==> src/rtl/mmi_pkg.sv <==
package mmi_pkg;

    typedef enum logic [1:0] {
        ACT_NONE = 2'b00,
        ACT_EVEN = 2'b01,
        ACT_ODD  = 2'b10,
        ACT_FULL = 2'b11
    } act_e;

    localparam int NUM_CAND = 4;

endpackage

==> src/rtl/inv_bit_flipper.sv <==
// Applies (or undoes) an inversion action: odd positions follow code[1],
// even positions follow code[0]. XOR makes the same block its own inverse.
module inv_bit_flipper #(
    parameter int PAY_W = 14
) (
    input  logic [1:0]       code,
    input  logic [PAY_W-1:0] din,
    output logic [PAY_W-1:0] dout
);
    genvar i;
    generate
        for (i = 0; i < PAY_W; i++) begin : g_bit
            if (i % 2 == 1) begin : g_odd
                assign dout[i] = din[i] ^ code[1];
            end else begin : g_even
                assign dout[i] = din[i] ^ code[0];
            end
        end
    endgenerate
endmodule

==> src/rtl/inv_ones_count.sv <==
module inv_ones_count #(
    parameter int IN_W  = 16,
    parameter int CNT_W = $clog2(IN_W + 1)
) (
    input  logic [IN_W-1:0]  vec,
    output logic [CNT_W-1:0] cnt
);
    always_comb begin
        cnt = '0;
        for (int i = 0; i < IN_W; i++) begin
            cnt = cnt + CNT_W'(vec[i]);
        end
    end
endmodule

==> src/rtl/inv_cand_cost.sv <==
// Per-wire rise detectors and per-pair coupling classifiers for one
// candidate word, followed by ones counters and the weighted sum.
module inv_cand_cost #(
    parameter int W      = 16,
    parameter int COST_W = $clog2(9 * W + 1)
) (
    input  logic [W-1:0]      prev_word,
    input  logic [W-1:0]      cand_word,
    output logic [COST_W-1:0] cost
);
    localparam int CW = $clog2(W + 1);

    logic [W-1:0] toggle;
    logic [W-1:0] rise;
    logic [W-2:0] one_side;
    logic [W-2:0] opposed;
    logic [CW-1:0] rise_n;
    logic [CW-1:0] one_n;
    logic [CW-1:0] opp_n;

    assign toggle = prev_word ^ cand_word;
    assign rise   = ~prev_word & cand_word;

    genvar p;
    generate
        for (p = 0; p < W - 1; p++) begin : g_pair
            assign one_side[p] = toggle[p] ^ toggle[p+1];
            assign opposed[p]  = toggle[p] & toggle[p+1] & (cand_word[p] ^ cand_word[p+1]);
        end
    endgenerate

    inv_ones_count #(.IN_W(W),     .CNT_W(CW)) u_cnt_rise (.vec(rise),     .cnt(rise_n));
    inv_ones_count #(.IN_W(W - 1), .CNT_W(CW)) u_cnt_one  (.vec(one_side), .cnt(one_n));
    inv_ones_count #(.IN_W(W - 1), .CNT_W(CW)) u_cnt_opp  (.vec(opposed),  .cnt(opp_n));

    assign cost = COST_W'(rise_n) + (COST_W'(one_n) << 2) + (COST_W'(opp_n) << 3);
endmodule

==> src/rtl/inv_action_select.sv <==
// Picks the lowest cost; strict comparisons in the order none, odd, even,
// full keep the earliest candidate on a tie.
module inv_action_select #(
    parameter int COST_W = 8
) (
    input  logic [COST_W-1:0] cost_none,
    input  logic [COST_W-1:0] cost_odd,
    input  logic [COST_W-1:0] cost_even,
    input  logic [COST_W-1:0] cost_full,
    output mmi_pkg::act_e     act
);
    import mmi_pkg::*;

    logic [COST_W-1:0] best;

    always_comb begin
        act  = ACT_NONE;
        best = cost_none;
        if (cost_odd < best) begin
            act  = ACT_ODD;
            best = cost_odd;
        end
        if (cost_even < best) begin
            act  = ACT_EVEN;
            best = cost_even;
        end
        if (cost_full < best) begin
            act  = ACT_FULL;
        end
    end
endmodule

==> src/rtl/mmi_link_codec.sv <==
module mmi_link_codec #(
    parameter int LINK_W = 16
) (
    input  logic              clk,
    input  logic              rst,
    input  logic              in_valid,
    input  logic [LINK_W-3:0] in_data,
    output logic              link_valid,
    output logic [LINK_W-1:0] link_word,
    input  logic [LINK_W-1:0] rx_word,
    output logic [LINK_W-3:0] rx_data
);
    import mmi_pkg::*;

    localparam int PAY_W  = LINK_W - 2;
    localparam int COST_W = $clog2(9 * LINK_W + 1);

    typedef struct packed {
        logic              vld;
        logic [LINK_W-1:0] word;
    } state_t;

    state_t st_d, st_q;

    logic [NUM_CAND-1:0][LINK_W-1:0] cand_word;
    logic [NUM_CAND-1:0][COST_W-1:0] cand_cost;
    act_e                            act;

    // Candidate k carries action code k; the flipper builds its payload.
    genvar k;
    generate
        for (k = 0; k < NUM_CAND; k++) begin : g_cand
            logic [PAY_W-1:0] pay;
            inv_bit_flipper #(.PAY_W(PAY_W)) u_flip (
                .code (2'(k)),
                .din  (in_data),
                .dout (pay)
            );
            assign cand_word[k] = {2'(k), pay};
            inv_cand_cost #(.W(LINK_W), .COST_W(COST_W)) u_cost (
                .prev_word (st_q.word),
                .cand_word (cand_word[k]),
                .cost      (cand_cost[k])
            );
        end
    endgenerate

    inv_action_select #(.COST_W(COST_W)) u_sel (
        .cost_none (cand_cost[ACT_NONE]),
        .cost_odd  (cand_cost[ACT_ODD]),
        .cost_even (cand_cost[ACT_EVEN]),
        .cost_full (cand_cost[ACT_FULL]),
        .act       (act)
    );

    always_comb begin
        st_d     = st_q;
        st_d.vld = in_valid;
        if (in_valid) begin
            st_d.word = cand_word[act];
        end
    end

    always_ff @(posedge clk) begin
        if (rst) begin
            st_q <= '0;
        end else begin
            st_q <= st_d;
        end
    end

    assign link_valid = st_q.vld;
    assign link_word  = st_q.word;

    inv_bit_flipper #(.PAY_W(PAY_W)) u_dec (
        .code (rx_word[LINK_W-1:LINK_W-2]),
        .din  (rx_word[PAY_W-1:0]),
        .dout (rx_data)
    );
endmodule

==> config.mk <==
export PLATFORM = sky130hd
export DESIGN_NAME = mmi_link_codec
export DESIGN_NICKNAME = d
export VERILOG_FILES = /design/src/rtl/mmi_pkg.sv /design/src/rtl/inv_bit_flipper.sv /design/src/rtl/inv_ones_count.sv /design/src/rtl/inv_cand_cost.sv /design/src/rtl/inv_action_select.sv /design/src/rtl/mmi_link_codec.sv
export SDC_FILE = /design/constraint.sdc
export NUM_CORES = 1
export LEC_CHECK = 0
export CORE_ASPECT_RATIO = 0.75
export CORE_MARGIN = 4
export CORE_UTILIZATION = 40
export CTS_BUF_LIST = sky130_fd_sc_hd__clkbuf_16
export DETAILED_ROUTE_END_ITERATION = 12
export HOLD_SLACK_MARGIN = 0.03
export PLACE_DENSITY_LB_ADDON = 0.08
export REMOVE_ABC_BUFFERS = 1
export SYNTH_ARGS = -nofsm -noshare
export SYNTH_HDL_FRONTEND = slang
export SYNTH_SLANG_ARGS = --single-unit
==> constraint.sdc <==
create_clock -name clk -period 19.55 [get_ports clk]
set_clock_uncertainty 0.15 [all_clocks]
set_input_delay 3.91 -clock clk [delete_from_list [all_inputs] [get_ports clk]]
set_output_delay 3.91 -clock clk [all_outputs]
set_load 0.02 [all_outputs]
==> flow_summary.ini, run 1 <==
[floorplan]
floorplan.die_area_um2 = 22900
effective_utilization_at_floorplan = 0.407
core_um2 = 20200
floorplan.die.width_um = 174
ioPinCount = 64
die-height_um = 132
row_count = 45

[cts]
tritoncts = done
cts_buffers = 3
cts_htree_levels = 1
post_cts_buffers = 0
clk_pin_slew_worst_paths_ps = 50
cts-hold-fix-buffers = 0
clock_path_buffers = 2
insertion_delay_ps = 250
cts.sink_count = 17
cts_resized = 0
clock-root-buffer = sky130_fd_sc_hd__clkbuf_16

[timing]
post-route-period-util = 0.807
fin_setup_tns_ps = 0
grt_setup_unrepaired = false
fmax_ghz = 0.0634
timing.slew.headroom = 0.432
period_minus_slack_ps = 15780
final_slew_viol_count = 0
tightest_slew_ps = 853
setup_viol_count_final = 0
postLayoutSetupSlackWorst_ps = 3770
final_hold_viol_count = 0

[routing]
viasPerCell = 4.99
totalWireLength_um = 22700
detail_route.wl_per_cell_um = 19.2
route.met3.wl_um = 1120
antenna_left = 0
detail_route.wirelength.met1_um = 12400
detail_route.drc_violations = 0
top_sig_layer = met4
num_vias = 5901
drtIter0Drc = 328
drtPass1Iterations = 6
met2WireLength_um = 9120

[yosys]
synth-edff-count = 0
number_of_warning_messages_in_the_yosys_log = 0
synthDistinctLibCells = 57
syn_area_per_cell_um2 = 9.30
yosys_most_used_dff = sky130_fd_sc_hd__dfxtp_1
synth_sequential_area_ratio = 0.0414
synth.cell_area_um2 = 8220
async_flop_share = 0
post_synth_inst_count = 884
ys_ff_latch = 17

[cells_and_area]
layout.cells.most_common = sky130_fd_sc_hd__inv_1
final_cell_mix = sky130_fd_sc_hd__inv_1, sky130_fd_sc_hd__ha_1, sky130_fd_sc_hd__fa_1
drive_gt1_frac = 0.0335
synthToLayoutAreaGrowth_pct = 11.4
finish.instance_area_um2 = 9150
fin_nets = 1251
antennaDiodeCount = 0
filler_cell_count = 2026

[setup_path]
timing.critical_path.to_type = flip-flop
slowest_delay_ps = 760
timing.setup.critical_path_class = input port to flip-flop
worstPathRequired_ps = 19510
cp_common_cell = sky130_fd_sc_hd__ha_1
critical_path_buf_inv_count = 7
timing.critical_path.from_type = input port
library_cell_contributing_the_largest_single_delay_on_the_critical_path = sky130_fd_sc_hd__clkdlybuf4s50_1
worstPathArrival_ps = 15740
cp_top_family = adder cells
critical_path_fanout_max = 9

[placement]
dp.final_hpwl_um = 20800
placedInstanceArea_um2 = 9070
globalplace.congestion = 0.940
pre_cts_ws_ps = 3690
buffer_ports.inserted = 63

[global_routing]
grt_total_ovfl = 0
grt_antenna_before_repair = 0
wire_length_of_the_first_global_routing_pass_um = 35300
first_global_vias = 5878
grt_max_degree = 48
global_route.usage.total = 0.198

[hold_path]
hold_class = flip-flop to flip-flop

[flow_run]
drv_cap = 0

[run_status]
outcome = complete, no violations
per-layer routing:
metal  track usage  up-vias
met5             0        -
met4        0.0106        0
met3        0.0224        5
met2         0.279      123
met1         0.335     2850
li1              -     2923
synthesized netlist by cell type (8+ instances only):
cell type / count / share of area
sky130_fd_sc_hd__o21ai_0: 16 / 0.0097
sky130_fd_sc_hd__a21o_1: 16 / 0.015
sky130_fd_sc_hd__inv_1: 185 / 0.085
sky130_fd_sc_hd__nor2_1: 13 / 0.0059
sky130_fd_sc_hd__ha_1: 174 / 0.26
sky130_fd_sc_hd__nand2_1: 67 / 0.031
sky130_fd_sc_hd__nor3b_1: 14 / 0.013
sky130_fd_sc_hd__nand3_1: 13 / 0.0079
sky130_fd_sc_hd__clkbuf_1: 25 / 0.011
sky130_fd_sc_hd__dfxtp_1: 17 / 0.041
sky130_fd_sc_hd__xor2_1: 43 / 0.046
sky130_fd_sc_hd__nor2b_1: 10 / 0.0076
sky130_fd_sc_hd__xnor2_1: 36 / 0.038
sky130_fd_sc_hd__and2_1: 20 / 0.015
sky130_fd_sc_hd__o211ai_1: 9 / 0.0082
sky130_fd_sc_hd__a21oi_1: 24 / 0.015
sky130_fd_sc_hd__fa_1: 118 / 0.29
sky130_fd_sc_hd__nand2b_1: 8 / 0.0061
flip-flops by register name, indices dropped and copies added (netlist names):
name        cells
link_word      16
link_valid      1
layout make-up:
type	instances	area [um^2]	area share
Clock buffer	3	75.1	0.00820
Clock inverter	1	5.00	0.000547
Inverter	185	694	0.0759
Multi-Input combinational cell	654	7070	0.772
Sequential cell	17	340	0.0372
Tap cell	258	323	0.0353
Timing Repair Buffer	65	646	0.0705
kinds of logic (layout without fill, tap and decap cells):
kind of cell	Yosys count	in the layout	share of synthesized area
flip-flops	17	17	0.0414
XOR/XNOR	79	79	0.0842
AO/OA/AOI/OAI	116	116	0.116
adder cells (fa/ha/maj)	292	292	0.552
AND/OR/NAND/NOR	163	163	0.102
buffers and inverters	213	254	0.0985
multiplexers	4	4	0.00518
metrics by stage:
step / cells / hold WS, ps / utilization
4_1_cts: 1183 / 436 / 0.453
5_1_grt: 1183 / 471 / 0.453
3_3_place_gp: 1179 / 425 / 0.449
2_1_floorplan: 856 / 426 / -
6_report: 1183 / 425 / 0.453
3_5_place_dp: 1179 / 429 / 0.449
path summary, 6_finish.rpt:
kind / slack [ps] / startpoint / depth (start not counted) / to
setup reg to reg: 7870 / link_word[1] / 42 / link_word[5]
setup / recovery: 3770 / in_data[1] / 43 / link_word[5]
hold reg to reg: 430 / link_word[15] / 2 / link_word[15]
hold / removal: 430 / link_word[15] / 2 / link_word[15]
worst reg2reg max path: cells and delay by family, from the launching register on:
kind | cells | cell delay (ps)
flops | 1 | 330
buf+inv | 6 | 530
xor+xnor | 2 | 520
simple gates | 4 | 950
compound gates | 15 | 3280
fa+ha+maj | 15 | 5780
Power of run 1 is left out: the tool's default activity adds up to more than one toggle a clock period on the data nets, which glitch-free logic cannot reach.
==> inputs of run 2 (changes only) <==
Clock period 19.55 ns to 13.1 ns, I/O delays scaled along.
==> flow_summary.ini, run 2 (synthesized netlist as in run 1, its figures left out) <==
[run_status]
outcome = complete, no violations

[routing]
detail_route.wl_per_cell_um = 18.6
num_vias = 6217
totalWireLength_um = 23600
detail_route.drc_violations = 0
antenna_left = 0
viasPerCell = 4.91
drtIter0Drc = 360
drtPass1Iterations = 5

[flow_run]
drv_cap = 0

[timing]
final_hold_viol_count = 0
period_minus_slack_ps = 12650
final_slew_viol_count = 0
fmax_ghz = 0.0790
post-route-period-util = 0.966
tightest_slew_ps = 481
setup_viol_count_final = 0
timing.slew.headroom = 0.679

[cts]
cts-hold-fix-buffers = 0
clk_pin_slew_worst_paths_ps = 60
tritoncts = done
cts.sink_count = 17
cts_htree_levels = 1
cts_buffers = 3
clock_path_buffers = 2
insertion_delay_ps = 250
clock-root-buffer = sky130_fd_sc_hd__clkbuf_16

[floorplan]
floorplan.die_area_um2 = 22900
core_um2 = 20200
ioPinCount = 64
row_count = 45
floorplan.die.width_um = 174
effective_utilization_at_floorplan = 0.407
die-height_um = 132

[placement]
placedInstanceArea_um2 = 9710
globalplace.congestion = 0.927
buffer_ports.inserted = 63
dp.final_hpwl_um = 21500

[hold_path]
min_delay_path_depth = 2
hold_class = flip-flop to flip-flop

[setup_path]
timing.reg2reg.setup_slack_ps = 2880
cp_top_family = adder cells
timing.rr.start = link_word[1]
critical_path_buf_inv_count = 8
library_cell_contributing_the_largest_single_delay_on_the_critical_path = sky130_fd_sc_hd__fa_1
crit_start = in_data[5]
timing.critical_path.to_type = flip-flop
timing.critical_path.from_type = input port
worstPathRequired_ps = 13060
cp_num_cells = 41
worst_reg2reg_path_endpoint = link_word[4]
worstPathArrival_ps = 12620
cp_common_cell = sky130_fd_sc_hd__fa_1
timing.setup.critical_path_class = input port to flip-flop
slowest_delay_ps = 570
rr_worst_depth = 44
critical_path_fanout_max = 8
worstSetupEndpoint = link_word[4]

[cells_and_area]
filler_cell_count = 1933
finish.instance_area_um2 = 10100
fin_nets = 1334
layout.cells.most_common = sky130_fd_sc_hd__inv_1
final_cell_mix = sky130_fd_sc_hd__inv_1, sky130_fd_sc_hd__ha_1, sky130_fd_sc_hd__fa_1
antennaDiodeCount = 0
synthToLayoutAreaGrowth_pct = 22.9
drive_gt1_frac = 0.144
largest_register_ffs = 16

[global_routing]
grt_max_degree = 48
grt_antenna_before_repair = 0
wire_length_of_the_first_global_routing_pass_um = 36200
first_global_vias = 6096
global_route.usage.total = 0.203
grt_total_ovfl = 0
-- run 2: how the worst min path moves through the flow --
stage	from	endpoint
2_1_floorplan	link_word[15]	link_word[15]
3_3_place_gp	link_word[0]	link_word[0]
3_5_place_dp	link_word[0]	link_word[0]
4_1_cts	link_word[0]	link_word[0]
5_1_grt	link_word[15]	link_word[15]
6_report	link_word[15]	link_word[15]
-- run 2: what timing repair did --
action                                  4_1_cts  5_1_grt
gates resized for setup                       0       48
buffers inserted                              0        2
endpoints found under the setup margin        0       16
-- run 2: stage by stage --
step	setup TNS (ps)	worst slack [ps]	cells	util	hold WS [ps]
2_1_floorplan	0	534	856	-	426
3_3_place_gp	-1210	-129	1259	0.480	408
3_5_place_dp	-2300	-205	1259	0.480	410
4_1_cts	0	28.5	1263	0.484	418
5_1_grt	-116	-37.8	1266	0.500	455
6_report	0	446	1266	0.500	442
-- run 2: area by class of cell --
cell class,count,area [um^2],area share
multi-input combinational,654,7330,0.726
clock buffer,3,75.1,0.00743
inverter,185,694,0.0688
timing repair buffer,148,1330,0.132
clock inverter,1,5.00,0.000496
tap,258,323,0.0320
sequential,17,340,0.0337
-- run 2: tightest hold or removal path, stage by stage (launching register included) --
cell	delay (ps)
sky130_fd_sc_hd__dfxtp_1	380
sky130_fd_sc_hd__nor2_1	110
sky130_fd_sc_hd__a211oi_1	50
-- run 2: routing by layer --
metal / share of wire / global-route usage
met5: 0 / 0
met4: 0.011 / 0.0208
met3: 0.043 / 0.0169
met2: 0.41 / 0.287
met1: 0.54 / 0.342
Power of run 2 is left out for the same reason.
==> inputs of run 3 (changes only) <==
Settings changed: CORE_ASPECT_RATIO 0.75 to 1.1, CORE_UTILIZATION 40 to 55, SETUP_SLACK_MARGIN set to 0.3.
==> flow_summary.ini, run 3 (synthesized netlist as in run 1, its figures left out) <==
[floorplan]
ioPinCount = 64
floorplan.die.width_um = 125
core_um2 = 14600
floorplan.die_area_um2 = 17000
die-height_um = 136
row_count = 46
effective_utilization_at_floorplan = 0.564

[setup_path]
timing.critical_path.to_type = flip-flop
cp_common_cell = sky130_fd_sc_hd__fa_1
critical_path_fanout_max = 7
slowest_delay_ps = 550
crit_start = in_data[10]
worstPathRequired_ps = 13070
worstPathArrival_ps = 12420
worst_reg2reg_path_endpoint = link_word[3]
timing.rr.start = link_word[1]
timing.reg2reg.setup_slack_ps = 2970
timing.setup.critical_path_class = input port to flip-flop
timing.critical_path.from_type = input port
worstSetupEndpoint = link_word[3]
rr_worst_depth = 42
library_cell_contributing_the_largest_single_delay_on_the_critical_path = sky130_fd_sc_hd__fa_1

[cells_and_area]
multi_input_comb_area_um2 = 7490
fin_nets = 1335
layout.cells.most_common = sky130_fd_sc_hd__inv_1
final_cell_mix = sky130_fd_sc_hd__inv_1, sky130_fd_sc_hd__ha_1, sky130_fd_sc_hd__fa_1
synthToLayoutAreaGrowth_pct = 24.1
antennaDiodeCount = 0
instances_no_fill = 1201
largest_register_ffs = 16
seq_area_um2 = 340
filler_cell_count = 1162
drive_gt1_frac = 0.180

[timing]
final_hold_viol_count = 0
hold_slack_ps = 414
post-route-period-util = 0.951
postLayoutSetupSlackWorst_ps = 647
grt_setup_unrepaired = false
period_minus_slack_ps = 12450
final_slew_viol_count = 0
tightest_slew_ps = 464
fmax_ghz = 0.0803
setup_viol_count_final = 0
timing.slew.headroom = 0.691

[global_routing]
global_route.usage.total = 0.279
grt_antenna_before_repair = 0
first_global_vias = 6920
wire_length_of_the_first_global_routing_pass_um = 37100
grt_max_degree = 48
grt_total_ovfl = 0

[routing]
totalWireLength_um = 23900
viasPerCell = 5.49
drtPass1Iterations = 7
drtIter0Drc = 256
detail_route.wl_per_cell_um = 19.9
detail_route.drc_violations = 0
num_vias = 6597
antenna_left = 0

[cts]
tritoncts = done
cts_htree_levels = 1
clock_path_buffers = 2
clk_pin_slew_worst_paths_ps = 60
cts-hold-fix-buffers = 0
insertion_delay_ps = 260
cts.sink_count = 17
clock-root-buffer = sky130_fd_sc_hd__clkbuf_16
cts_buffers = 3

[hold_path]
hold_class = flip-flop to flip-flop
min_delay_path_depth = 2

[placement]
pre_cts_ws_ps = -321
dp.final_hpwl_um = 21400
buffer_ports.inserted = 63
place_inst = 1190
globalplace.congestion = 0.965

[flow_run]
drv_cap = 0

[run_status]
outcome = complete, no violations
[run 3: cell count changes in the layout (fill, tap and decap cells not counted), sizes merged]
cell           change
buf                +2
clkinvlp           +1
clkbuf             -1
clkinv             -1
clkdlybuf4s50      -8
dlymetal6s2s       +8
[run 3: metal layers]
layer | global-route usage | wire [um] | vias up
met5 | 0 | 0 | -
met4 | 0.0889 | 992 | 0
met3 | 0.0236 | 663 | 52
met2 | 0.521 | 12600 | 145
met1 | 0.342 | 9680 | 3304
li1 | - | - | 3096
[run 3: repair_timing]
item,in CTS,in global routing
gates resized for setup,19,79
endpoints found under the setup margin,16,16
setup buffers,1,6
pin swaps,4,44
[run 3: worst max-delay path: cells and delay by family]
kind                     cells  cell delay (ps)
AND/OR/NAND/NOR              6             1030
buffers and inverters        6              940
adder cells (fa/ha/maj)     15             5320
XOR/XNOR                     2              280
AO/OA/AOI/OAI               10             1700
multiplexers                 2              530
[run 3: worst min-delay path by stage]
stage / slack, ps / to / startpoint
floorplan: 430 / link_word[15] / link_word[15]
finish: 410 / link_word[15] / link_word[15]
global route: 420 / link_word[15] / link_word[15]
global placement: 390 / link_word[15] / link_word[15]
detailed placement: 390 / link_word[15] / link_word[15]
CTS: 400 / link_word[15] / link_word[15]
[run 3: area by class of cell]
class | count | area share
repair buffers | 149 | 0.132
clock buffers | 3 | 0.00736
multi-input cells | 654 | 0.734
flip-flops and latches | 17 | 0.0334
well taps | 192 | 0.0236
clock inverters | 1 | 0.000736
inverters | 185 | 0.0686
[run 3: per-stage QoR]
step	TNS (ps)	utilization	cell area [um^2]
after floorplan	0	-	8100
after global placement	-1080	0.659	9590
after detailed placement	-3680	0.659	9590
after CTS	0	0.672	9780
after global routing	0	0.700	10200
final	0	0.700	10200
Power of run 3 is left out for the same reason.
